### src/rtl/scl_gen_pkg.sv
package scl_gen_pkg;
  localparam int DEF_PSC_W = 2;
  localparam int DEF_DIV_W = 6;
  localparam int DEF_BASE  = 20;
  localparam int DEF_STEP  = 8;

  typedef enum logic [1:0] {
    PH_IDLE = 2'd0,
    PH_LOW  = 2'd1,
    PH_RISE = 2'd2,
    PH_HIGH = 2'd3
  } scl_phase_e;
endpackage

### src/rtl/scl_cfg_hold.sv
module scl_cfg_hold #(
  parameter int PSC_W = 2,
  parameter int DIV_W = 6,
  parameter int BASE  = 20,
  parameter int STEP  = 8,
  parameter int CNT_W = 9
) (
  input  logic                   clk,
  input  logic                   rst_n,
  input  logic                   cfg_we,
  input  logic [PSC_W+DIV_W-1:0] cfg_wdata,
  input  logic                   gen_en,
  output logic [PSC_W-1:0]       act_psc,
  output logic [CNT_W-1:0]       half_len,
  output logic [CNT_W-1:0]       mid_pt
);
  localparam int CFG_W     = PSC_W + DIV_W;
  localparam int HALF_BASE = BASE / 2;
  localparam int HALF_STEP = STEP / 2;

  logic [CFG_W-1:0] staged_q, staged_d;
  logic [CFG_W-1:0] live_q, live_d;
  logic [DIV_W-1:0] act_div;

  always_comb begin
    staged_d = staged_q;
    if (cfg_we) staged_d = cfg_wdata;
    live_d = live_q;
    if (!gen_en) live_d = staged_q;
  end

  always_ff @(posedge clk or negedge rst_n) begin
    if (!rst_n) begin
      staged_q <= '0;
      live_q   <= '0;
    end else begin
      staged_q <= staged_d;
      live_q   <= live_d;
    end
  end

  // selector in the low bits, period field above it
  assign act_psc  = live_q[PSC_W-1:0];
  assign act_div  = live_q[CFG_W-1:PSC_W];
  assign half_len = CNT_W'(HALF_BASE)
                  + CNT_W'(HALF_STEP) * {{(CNT_W-DIV_W){1'b0}}, act_div};
  assign mid_pt   = half_len >> 1;


  live_hold_chk: assert property (@(posedge clk) disable iff (!rst_n)
    gen_en |=> $stable(live_q));
endmodule

### src/rtl/scl_prescaler.sv
module scl_prescaler #(
  parameter int PSC_W = 2
) (
  input  logic             clk,
  input  logic             rst_n,
  input  logic             gen_en,
  input  logic [PSC_W-1:0] act_psc,
  output logic             ick
);
  logic [PSC_W-1:0] pcnt_q, pcnt_d;
  logic             hit;

  assign hit = (pcnt_q == act_psc);
  assign ick = gen_en && hit;

  always_comb begin
    pcnt_d = pcnt_q + 1'b1;
    if (!gen_en || hit) pcnt_d = '0;
  end

  always_ff @(posedge clk or negedge rst_n) begin
    if (!rst_n) pcnt_q <= '0;
    else        pcnt_q <= pcnt_d;
  end


  psc_range_chk: assert property (@(posedge clk) disable iff (!rst_n)
    pcnt_q <= act_psc);

  ick_spacing_chk: assert property (@(posedge clk) disable iff (!rst_n)
    (ick && act_psc != '0) |=> !ick);
endmodule

### src/rtl/scl_phase_fsm.sv
module scl_phase_fsm
  import scl_gen_pkg::*;
#(
  parameter int CNT_W = 9
) (
  input  logic             clk,
  input  logic             rst_n,
  input  logic             gen_en,
  input  logic             ick,
  input  logic             scl_sense,
  input  logic [CNT_W-1:0] half_len,
  input  logic [CNT_W-1:0] mid_pt,
  output logic             pull_low,
  output logic             mid_low,
  output logic             mid_high
);
  scl_phase_e       ph_q, ph_d;
  logic [CNT_W-1:0] cnt_q, cnt_d;
  logic             last;

  assign last = (cnt_q == half_len - 1'b1);

  always_comb begin
    ph_d  = ph_q;
    cnt_d = cnt_q;
    if (!gen_en) begin
      ph_d  = PH_IDLE;
      cnt_d = '0;
    end else begin
      case (ph_q)
        PH_IDLE: begin
          ph_d  = PH_LOW;
          cnt_d = '0;
        end
        PH_LOW: if (ick) begin
          if (last) begin
            ph_d  = PH_RISE;
            cnt_d = '0;
          end else begin
            cnt_d = cnt_q + 1'b1;
          end
        end
        PH_RISE: if (ick && scl_sense) begin
          // the tick that sees the line high is the first high tick
          ph_d  = PH_HIGH;
          cnt_d = CNT_W'(1);
        end
        PH_HIGH: if (ick) begin
          if (last) begin
            ph_d  = PH_LOW;
            cnt_d = '0;
          end else begin
            cnt_d = cnt_q + 1'b1;
          end
        end
        default: begin
          ph_d  = PH_IDLE;
          cnt_d = '0;
        end
      endcase
    end
  end

  always_ff @(posedge clk or negedge rst_n) begin
    if (!rst_n) begin
      ph_q  <= PH_IDLE;
      cnt_q <= '0;
    end else begin
      ph_q  <= ph_d;
      cnt_q <= cnt_d;
    end
  end

  assign pull_low = (ph_q == PH_LOW);
  assign mid_low  = ick && (ph_q == PH_LOW)  && (cnt_q == mid_pt);
  assign mid_high = ick && (ph_q == PH_HIGH) && (cnt_q == mid_pt);


  idle_release_chk: assert property (@(posedge clk) disable iff (!rst_n)
    !gen_en |=> (!pull_low && !mid_low && !mid_high));

  mid_low_phase_chk: assert property (@(posedge clk) disable iff (!rst_n)
    mid_low |-> pull_low);

  mid_high_phase_chk: assert property (@(posedge clk) disable iff (!rst_n)
    mid_high |-> (!pull_low && scl_sense));

  rise_wait_chk: assert property (@(posedge clk) disable iff (!rst_n)
    (gen_en && ph_q == PH_RISE && ick && !scl_sense) |=> (ph_q == PH_RISE || !gen_en));

  low_count_chk: assert property (@(posedge clk) disable iff (!rst_n)
    pull_low |-> (cnt_q < half_len));
endmodule

### src/rtl/scl_clk_gen.sv
module scl_clk_gen
  import scl_gen_pkg::*;
#(
  parameter int PSC_W = DEF_PSC_W,
  parameter int DIV_W = DEF_DIV_W,
  parameter int BASE  = DEF_BASE,
  parameter int STEP  = DEF_STEP
) (
  input  logic                   clk,
  input  logic                   rst_n,
  input  logic                   cfg_we,
  input  logic [PSC_W+DIV_W-1:0] cfg_wdata,
  input  logic                   gen_en,
  input  logic                   scl_sense,
  output logic                   scl_pull_low,
  output logic                   ick_pulse,
  output logic                   tick_mid_low,
  output logic                   tick_mid_high
);
  localparam int MAX_HALF = BASE / 2 + (STEP / 2) * ((1 << DIV_W) - 1);
  localparam int CNT_W    = $clog2(MAX_HALF + 1);

  logic [PSC_W-1:0] act_psc;
  logic [CNT_W-1:0] half_len;
  logic [CNT_W-1:0] mid_pt;
  logic             ick;

  scl_cfg_hold #(
    .PSC_W(PSC_W), .DIV_W(DIV_W), .BASE(BASE), .STEP(STEP), .CNT_W(CNT_W)
  ) u_cfg (
    .clk(clk), .rst_n(rst_n), .cfg_we(cfg_we), .cfg_wdata(cfg_wdata),
    .gen_en(gen_en), .act_psc(act_psc), .half_len(half_len), .mid_pt(mid_pt)
  );

  scl_prescaler #(.PSC_W(PSC_W)) u_psc (
    .clk(clk), .rst_n(rst_n), .gen_en(gen_en), .act_psc(act_psc), .ick(ick)
  );

  scl_phase_fsm #(.CNT_W(CNT_W)) u_fsm (
    .clk(clk), .rst_n(rst_n), .gen_en(gen_en), .ick(ick),
    .scl_sense(scl_sense), .half_len(half_len), .mid_pt(mid_pt),
    .pull_low(scl_pull_low), .mid_low(tick_mid_low), .mid_high(tick_mid_high)
  );

  assign ick_pulse = ick;
endmodule

### config.mk
export PLATFORM = sky130hd
export DESIGN_NAME = scl_clk_gen
export DESIGN_NICKNAME = d
export VERILOG_FILES = /design/src/rtl/scl_gen_pkg.sv /design/src/rtl/scl_cfg_hold.sv /design/src/rtl/scl_prescaler.sv /design/src/rtl/scl_phase_fsm.sv /design/src/rtl/scl_clk_gen.sv
export SDC_FILE = /design/constraint.sdc
export NUM_CORES = 1
export LEC_CHECK = 0
export BUFFER_PORTS_ARGS = -buffer_cell sky130_fd_sc_hd__buf_2
export CORE_ASPECT_RATIO = 0.75
export CORE_MARGIN = 1
export CORE_UTILIZATION = 45
export DETAILED_ROUTE_END_ITERATION = 8
export HOLD_SLACK_MARGIN = 0.05
export SLEW_MARGIN = 20
export SYNTH_ARGS = -nofsm -noshare
export SYNTH_HDL_FRONTEND = slang
export SYNTH_SLANG_ARGS = --single-unit
### constraint.sdc
create_clock -name clk -period 3.2 [get_ports clk]
set_clock_uncertainty 0.1 [all_clocks]
set_input_delay 0.16 -clock clk [delete_from_list [all_inputs] [get_ports clk]]
set_output_delay 0.16 -clock clk [all_outputs]
set_load 0.02 [all_outputs]
==> report_table.html, run 1 <==
<table>
<tr><th>Metric</th><th>Value</th></tr>
<tr><th colspan="2">Outcome</th></tr>
<tr><td>Result of the run</td><td>finished clean</td></tr>
<tr><th colspan="2">Yosys</th></tr>
<tr><td>Yosys warns</td><td>0</td></tr>
<tr><td>Total nets after synthesis</td><td>186</td></tr>
<tr><td>Post-synth top area cell</td><td>dfrtp_1</td></tr>
<tr><td>Register bit total from synthesis</td><td>29</td></tr>
<tr><td>Most common cell in the synthesized netlist</td><td>dfrtp_1</td></tr>
<tr><td>Most instantiated flip-flop cell in the synthesis netlist</td><td>dfrtp_1</td></tr>
<tr><td>Leading cell types by count after synthesis</td><td>29 x dfrtp_1, 17 x mux2_2, 17 x nor2_1</td></tr>
<tr><td>Cell Area, Synth</td><td>1750 um2</td></tr>
<tr><td>Post-synthesis cell count</td><td>~170</td></tr>
<tr><td>Fraction of registers with async set/reset</td><td>1.00</td></tr>
<tr><td>Area fraction of the dominant cell type after synthesis</td><td>0.415</td></tr>
<tr><td>Post-Synthesis Mean Instance Area</td><td>approximately 11 um2</td></tr>
<tr><td>Largest cells by area after synthesis</td><td>dfrtp_1 41%, mux2_2 11%, xor2_1 7.5%</td></tr>
<tr><td>Number of synthesized flops with an enable pin</td><td>0</td></tr>
<tr><td>Sequential fraction of the synthesis area</td><td>0.415</td></tr>
<tr><td>Number of different library cells in the post-synthesis netlist</td><td>38</td></tr>
<tr><th colspan="2">Placement</th></tr>
<tr><td>Count of input and output buffers</td><td>16</td></tr>
<tr><td>Pre-CTS setup slack</td><td>0.953 ns</td></tr>
<tr><td>Post-Place Cell Area</td><td>1840 um2</td></tr>
<tr><td>Post-DP HPWL</td><td>2450 um</td></tr>
<tr><td>Gpl congestion</td><td>1.01</td></tr>
<tr><th colspan="2">Die</th></tr>
<tr><td>Standard-cell rows</td><td>19</td></tr>
<tr><td>Die Area</td><td>4150 um2</td></tr>
<tr><td>Width of the die</td><td>74.0 um</td></tr>
<tr><td>Area inside the core boundary</td><td>3680 um2</td></tr>
<tr><td>I/O pins</td><td>17</td></tr>
<tr><td>Effective utilization at floorplan</td><td>0.475</td></tr>
<tr><td>DIE HEIGHT</td><td>roughly 56 um</td></tr>
<tr><th colspan="2">Clock tree</th></tr>
<tr><td>Post-CTS Setup Inserts</td><td>0</td></tr>
<tr><td>Number of CTS-inserted buffers</td><td>5</td></tr>
<tr><td>Reg clk slew, reported paths</td><td>0.06 ns</td></tr>
<tr><td>TritonCTS Sinks</td><td>29</td></tr>
<tr><td>Clock tree from TritonCTS</td><td>yes</td></tr>
<tr><td>Resized Gates After CTS</td><td>0</td></tr>
<tr><td>Cts hold-fix bufs</td><td>9</td></tr>
<tr><td>Clock latency at the later pin of the worst-skew pair</td><td>0.29 ns</td></tr>
<tr><td>Clock Path Buffers</td><td>2</td></tr>
<tr><td>Root buffer selected by CTS</td><td>clkbuf_8</td></tr>
<tr><td>CTS H-tree lvls</td><td>2</td></tr>
<tr><th colspan="2">Global routing</th></tr>
<tr><td>Largest net degree at the start of global routing</td><td>30</td></tr>
<tr><td>Total routing usage reported by global routing</td><td>0.201</td></tr>
<tr><td>GR Overflow Total</td><td>0</td></tr>
<tr><td>Wire length of the first global-routing pass</td><td>6080 um</td></tr>
<tr><td>Initial antenna violation count</td><td>0</td></tr>
<tr><td>Number of global-route vias before repair</td><td>1316</td></tr>
<tr><th colspan="2">Detailed routing</th></tr>
<tr><td>Total Wirelength</td><td>between 3000 and 4000 um</td></tr>
<tr><td>1st-pass router iterations</td><td>4</td></tr>
<tr><td>Number of DRC markers in iteration 0</td><td>84</td></tr>
<tr><td>Antenna Nets Post-Route</td><td>0</td></tr>
<tr><td>Via-per-instance ratio</td><td>5.37</td></tr>
<tr><td>Total number of vias</td><td>1283</td></tr>
<tr><td>Residual DRC count</td><td>0</td></tr>
<tr><td>Mean routed wirelength per cell</td><td>14.4 um</td></tr>
<tr><th colspan="2">Worst setup path</th></tr>
<tr><td>Ordered list of cells on the worst path</td><td>ha_1, xor2_1, nor3_1, nand3_1, nor3_1, and2_1, buf_2</td></tr>
<tr><td>Family with the most delay on the worst path</td><td>simple AND/OR/NAND/NOR gates</td></tr>
<tr><td>Launch point of the critical path</td><td>u_cfg.live_q[3]</td></tr>
<tr><td>Register-to-register path setup slack</td><td>between 0.9 and 1 ns</td></tr>
<tr><td>Critical path class</td><td>register to primary output</td></tr>
<tr><td>Startpoint of the lowest-slack register-to-register path</td><td>u_cfg.live_q[3]</td></tr>
<tr><td>Nature of the critical path startpoint</td><td>register</td></tr>
<tr><td>Data required, critical path</td><td>2.94 ns</td></tr>
<tr><td>Most frequent cell on the critical path</td><td>nor3_1</td></tr>
<tr><td>Maximum fanout along the worst path</td><td>8</td></tr>
<tr><td>Crit. End Element</td><td>primary output</td></tr>
<tr><td>Data arrival time at the worst-slack endpoint</td><td>2.25 ns</td></tr>
<tr><td>Count of buffer and inverter cells on the critical path</td><td>1</td></tr>
<tr><td>Slowest-stage cell, CP</td><td>dfrtp_1</td></tr>
<tr><td>Delay of the slowest cell on the worst path</td><td>approximately 0.50 ns</td></tr>
<tr><th colspan="2">Timing</th></tr>
<tr><td>Shortest period the worst path allows</td><td>approximately 2.5 ns</td></tr>
<tr><td>Worst-margin pin slew</td><td>0.639 ns</td></tr>
<tr><td>Aggregate negative setup slack</td><td>0 ns</td></tr>
<tr><td>Number of failing hold endpoints at the final stage</td><td>0</td></tr>
<tr><td>Final hold slack</td><td>0.178 ns</td></tr>
<tr><td>Share of the clock period used by the worst path</td><td>0.783</td></tr>
<tr><td>Maximum operating frequency</td><td>about 0.4 GHz</td></tr>
<tr><td>RSZ-0062 raised after global routing</td><td>false</td></tr>
<tr><td>Relative slew slack</td><td>0.574</td></tr>
<tr><td>Final count of negative-setup-slack endpoints</td><td>0</td></tr>
<tr><td>Number of pins with negative max-slew slack in the final report</td><td>0</td></tr>
<tr><td>Final WS setup</td><td>0.693 ns</td></tr>
<tr><th colspan="2">Cells and area</th></tr>
<tr><td>Share of final-layout standard cells stronger than drive strength 1</td><td>0.257</td></tr>
<tr><td>Area growth from synthesis to final layout</td><td>16.0%</td></tr>
<tr><td>Fraction of the core area covered by cells at the end of the flow</td><td>0.551</td></tr>
<tr><td>Antenna cell count</td><td>0</td></tr>
<tr><td>Number of nets in the layout</td><td>207</td></tr>
<tr><td>Final instance area</td><td>between 2000 and 2500 um2</td></tr>
<tr><th colspan="2">Worst hold path</th></tr>
<tr><td>Path category of the worst min-delay check</td><td>primary input to register</td></tr>
<tr><td>Startpoint of the lowest-slack hold path</td><td>cfg_we</td></tr>
<tr><th colspan="2">Power</th></tr>
<tr><td>Max rail drop VDD</td><td>between 300 and 400 uV</td></tr>
<tr><td>Pwr/cell area</td><td>633 nW/um2</td></tr>
<tr><td>Total leakage power</td><td>0.869 nW</td></tr>
<tr><th colspan="2">Flow run</th></tr>
<tr><td>Maximum capacitance violations</td><td>0</td></tr>
</table>
## worst paths after layout
| path | endpoint | depth (start not counted) |
|---|---|---|
| setup reg to reg | u_fsm.ph_q[0] | 7 |
| setup / recovery | tick_mid_high | 7 |
| hold reg to reg | u_psc.pcnt_q[0] | 1 |
| max in group asynchronous | u_fsm.ph_q[0] | 2 |
| min in group asynchronous | u_fsm.ph_q[1] | 2 |
| hold / removal | u_cfg.staged_q[1] | 2 |
## power breakdown
part           total (mW)  internal, mW  leakage, nW  switching (mW)
Sequential          0.502         0.422        0.364          0.0802
Combinational       0.424         0.182        0.451           0.242
Clock               0.359         0.226       0.0540           0.133
## cells by family after synthesis
group	share of synthesized area
and+or+nand+nor	0.184
AOI/OAI and AO/OA	0.0822
DFF	0.415
adders and majority gates	0.0500
muxes	0.109
buffers and inverters	0.0443
xor gates and xnor gates	0.115
## worst reg2reg max path, cell delays in order, from the launching register on
cell      delay, ns
dfrtp_1        0.54
ha_1           0.30
nand3_1        0.13
o21ai_0        0.17
and4_1         0.23
o221ai_2       0.16
or4b_1         0.51
nand3_1        0.09
## per-stage QoR
stage | cells | total power [mW]
2_1_floorplan | 166 | 0.813
3_3_place_gp | 223 | 0.894
3_5_place_dp | 223 | 0.916
4_1_cts | 239 | 1.30
5_1_grt | 239 | 1.38
6_report | 239 | 1.29
## final cells by class
cell class	count	area (um2)
fill	333	1650
multi-input combinational	121	947
sequential	29	726
timing repair buffer	25	170
clock buffer	5	68.8
tap	52	65.1
clock inverter	2	35.0
inverter	5	18.8
## per-layer routing
metal	global-route usage	routed length, um
met1	0.260	1660
met2	0.296	1580
met3	0.0525	127
met4	0.121	82
met5	0	0
## placed cells by master, fill, tap and decap left out, types with 2 or more instances in the layout
master | netlist | final
nand4_1 | 4 | 4
dlygate4sd3_1 | 0 | 9
nor2_1 | 17 | 17
xor2_1 | 15 | 15
nor3_1 | 5 | 5
dfrtp_1 | 29 | 29
and2_1 | 3 | 3
nand3b_1 | 3 | 3
a31oi_1 | 3 | 3
xnor2_1 | 8 | 8
a211oi_2 | 2 | 2
a22oi_1 | 2 | 2
nand4b_1 | 2 | 2
nand2_1 | 4 | 4
inv_1 | 5 | 5
o21ai_0 | 4 | 4
buf_2 | 1 | 16
nand3_1 | 6 | 6
clkbuf_8 | 0 | 5
and4_1 | 3 | 3
and3_1 | 2 | 2
mux2_2 | 17 | 17
a21oi_1 | 3 | 3
ha_1 | 7 | 7
## flip-flops by register name (all words and copies together), names as in the netlist
| name | cells |
|---|---|
| u_fsm.cnt_q | 9 |
| u_cfg.live_q | 8 |
| u_cfg.staged_q | 8 |
| u_fsm.ph_q | 2 |
| u_psc.pcnt_q | 2 |
Note: power is estimated with default switching activity, not from simulation.
==> run 2: changes to the inputs <==
Clock period 3.2 ns to 2.4 ns, I/O delays scaled along.
==> report_table.html, run 2 (synthesized netlist as in run 1, its figures left out) <==
<table>
<tr><th>Metric</th><th>Value</th></tr>
<tr><th colspan="2">Outcome</th></tr>
<tr><td>Result of the run</td><td>finished clean</td></tr>
<tr><th colspan="2">Power</th></tr>
<tr><td>Total power after layout</td><td>1.77 mW</td></tr>
<tr><td>Max rail drop VDD</td><td>497 uV</td></tr>
<tr><td>Pwr/cell area</td><td>850 nW/um2</td></tr>
<tr><td>Total leakage power</td><td>about 0.89 nW</td></tr>
<tr><th colspan="2">Timing</th></tr>
<tr><td>Relative slew slack</td><td>0.582</td></tr>
<tr><td>Number of failing hold endpoints at the final stage</td><td>0</td></tr>
<tr><td>Final count of negative-setup-slack endpoints</td><td>0</td></tr>
<tr><td>RSZ-0062 raised after global routing</td><td>false</td></tr>
<tr><td>Maximum operating frequency</td><td>roughly 0.45 GHz</td></tr>
<tr><td>Number of pins with negative max-slew slack in the final report</td><td>0</td></tr>
<tr><td>Share of the clock period used by the worst path</td><td>0.934</td></tr>
<tr><td>Final hold slack</td><td>around 0.14 ns</td></tr>
<tr><td>Worst-margin pin slew</td><td>0.627 ns</td></tr>
<tr><td>Aggregate negative setup slack</td><td>0 ns</td></tr>
<tr><td>Shortest period the worst path allows</td><td>2.24 ns</td></tr>
<tr><th colspan="2">Cells and area</th></tr>
<tr><td>Antenna cell count</td><td>0</td></tr>
<tr><td>Leading cell type in the layout, fill and taps excluded</td><td>dfrtp_1</td></tr>
<tr><td>Highest-count cells in the layout ignoring fill and taps</td><td>28 x dfrtp_1, 17 x nor2_1, 17 x mux2_2</td></tr>
<tr><td>Number of nets in the layout</td><td>210</td></tr>
<tr><td>Fillcell total</td><td>334</td></tr>
<tr><td>Non-filler cells in the finished layout</td><td>243</td></tr>
<tr><td>Share of final-layout standard cells stronger than drive strength 1</td><td>0.288</td></tr>
<tr><td>Most flops, register</td><td>u_fsm.cnt_q</td></tr>
<tr><td>Final instance area</td><td>2080 um2</td></tr>
<tr><td>Biggest regs</td><td>u_fsm.cnt_q x9, u_cfg.live_q x8, u_cfg.staged_q x8</td></tr>
<tr><td>Flip-flop count of the largest register, all copies and words added</td><td>9</td></tr>
<tr><td>Area growth from synthesis to final layout</td><td>18.9%</td></tr>
<tr><th colspan="2">Clock tree</th></tr>
<tr><td>Reg clk slew, reported paths</td><td>0.07 ns</td></tr>
<tr><td>Number of CTS-inserted buffers</td><td>5</td></tr>
<tr><td>CTS H-tree lvls</td><td>2</td></tr>
<tr><td>TritonCTS Sinks</td><td>29</td></tr>
<tr><td>Clock tree from TritonCTS</td><td>yes</td></tr>
<tr><td>Clock latency at the later pin of the worst-skew pair</td><td>0.27 ns</td></tr>
<tr><td>Clock Path Buffers</td><td>2</td></tr>
<tr><td>Root buffer selected by CTS</td><td>clkbuf_8</td></tr>
<tr><th colspan="2">Die</th></tr>
<tr><td>DIE HEIGHT</td><td>56.0 um</td></tr>
<tr><td>Effective utilization at floorplan</td><td>0.475</td></tr>
<tr><td>Width of the die</td><td>74.0 um</td></tr>
<tr><td>Area inside the core boundary</td><td>3680 um2</td></tr>
<tr><td>Standard-cell rows</td><td>19</td></tr>
<tr><td>Die Area</td><td>around 4100 um2</td></tr>
<tr><td>I/O pins</td><td>17</td></tr>
<tr><th colspan="2">Global routing</th></tr>
<tr><td>Largest net degree at the start of global routing</td><td>30</td></tr>
<tr><td>GR Overflow Total</td><td>0</td></tr>
<tr><td>Wire length of the first global-routing pass</td><td>between 5000 and 6000 um</td></tr>
<tr><td>Number of global-route vias before repair</td><td>~1200</td></tr>
<tr><td>Initial antenna violation count</td><td>0</td></tr>
<tr><td>Total routing usage reported by global routing</td><td>0.179</td></tr>
<tr><th colspan="2">Worst setup path</th></tr>
<tr><td>Critical path class</td><td>register to primary output</td></tr>
<tr><td>Crit. End Element</td><td>primary output</td></tr>
<tr><td>Data arrival time at the worst-slack endpoint</td><td>2.02 ns</td></tr>
<tr><td>Nature of the critical path startpoint</td><td>register</td></tr>
<tr><td>Data required, critical path</td><td>2.18 ns</td></tr>
<tr><td>Maximum fanout along the worst path</td><td>6</td></tr>
<tr><th colspan="2">Detailed routing</th></tr>
<tr><td>Total Wirelength</td><td>3350 um</td></tr>
<tr><td>Antenna Nets Post-Route</td><td>0</td></tr>
<tr><td>Residual DRC count</td><td>0</td></tr>
<tr><td>Mean routed wirelength per cell</td><td>13.8 um</td></tr>
<tr><td>Via-per-instance ratio</td><td>5.14</td></tr>
<tr><td>Number of DRC markers in iteration 0</td><td>85</td></tr>
<tr><td>Total number of vias</td><td>~1200</td></tr>
<tr><td>1st-pass router iterations</td><td>4</td></tr>
<tr><th colspan="2">Flow run</th></tr>
<tr><td>Maximum capacitance violations</td><td>0</td></tr>
<tr><th colspan="2">Worst hold path</th></tr>
<tr><td>Path category of the worst min-delay check</td><td>primary input to register</td></tr>
<tr><th colspan="2">Placement</th></tr>
<tr><td>Post-Place Cell Area</td><td>1840 um2</td></tr>
<tr><td>Placed Cells incl. Taps</td><td>224</td></tr>
<tr><td>Gpl congestion</td><td>0.859</td></tr>
<tr><td>Post-DP HPWL</td><td>2410 um</td></tr>
<tr><td>Count of input and output buffers</td><td>16</td></tr>
</table>
[run 2: cell types whose count changed in the layout (fill, tap and decap cells not counted), sizes merged]
| cell | before | now |
|---|---|---|
| buf | 16 | 19 |
| clkbuf | 5 | 6 |
| clkinv | 1 | 0 |
| clkinvlp | 0 | 1 |
[run 2: final timing paths]
kind | cells after the start | endpoint | start | slack, ns
min in group asynchronous | 2 | u_fsm.cnt_q[2] | rst_n | 0.29
hold / removal | 2 | u_cfg.staged_q[7] | cfg_we | 0.14
hold reg to reg | 1 | u_psc.pcnt_q[0] | u_psc.pcnt_q[0] | 0.40
setup reg to reg | 7 | u_fsm.ph_q[1] | u_cfg.live_q[3] | 0.24
max in group asynchronous | 2 | u_cfg.live_q[3] | rst_n | 1.46
setup / recovery | 7 | tick_mid_low | u_cfg.live_q[4] | 0.16
[run 2: stage by stage]
step	setup WS (ns)	utilization
2_1_floorplan	0.355	-
3_3_place_gp	0.279	0.501
3_5_place_dp	0.204	0.501
4_1_cts	0.0149	0.558
5_1_grt	0.0317	0.565
6_report	0.158	0.565
[run 2: what timing repair did]
item,in CTS,in global routing
endpoints found under the hold margin,37,0
buffers inserted,0,2
gates resized for setup,1,2
setup endpoints to repair,2,2
hold buffers,9,0
[run 2: worst max-delay path: stages, from the launching register on]
cell	delay [ns]
dfrtp_1	0.46
ha_1	0.35
xor2_1	0.18
nor3_2	0.18
nand3_1	0.11
nor3_2	0.18
and2_1	0.14
buf_2	0.15
[run 2: layout make-up]
type                            instances  area [um2]  share of cell area
Sequential cell                        29         727               0.349
Clock inverter                          2        37.5              0.0180
Multi-Input combinational cell        121         957               0.460
Timing Repair Buffer                   28         193              0.0926
Inverter                                5        18.8             0.00902
Clock buffer                            6        82.6              0.0397
Tap cell                               52        65.1              0.0313
[run 2: per-layer routing]
layer  track usage  vias up  share of wire
met1         0.243      603           0.51
met3        0.0489        0          0.028
met4        0.0412        0              0
met2         0.281       14           0.46
li1              -      631              -
met5             0        -              0
[run 2: power breakdown]
| part | internal (mW) | switching (mW) |
|---|---|---|
| clock network | 0.337 | 0.186 |
| registers | 0.563 | 0.0983 |
| logic | 0.257 | 0.329 |
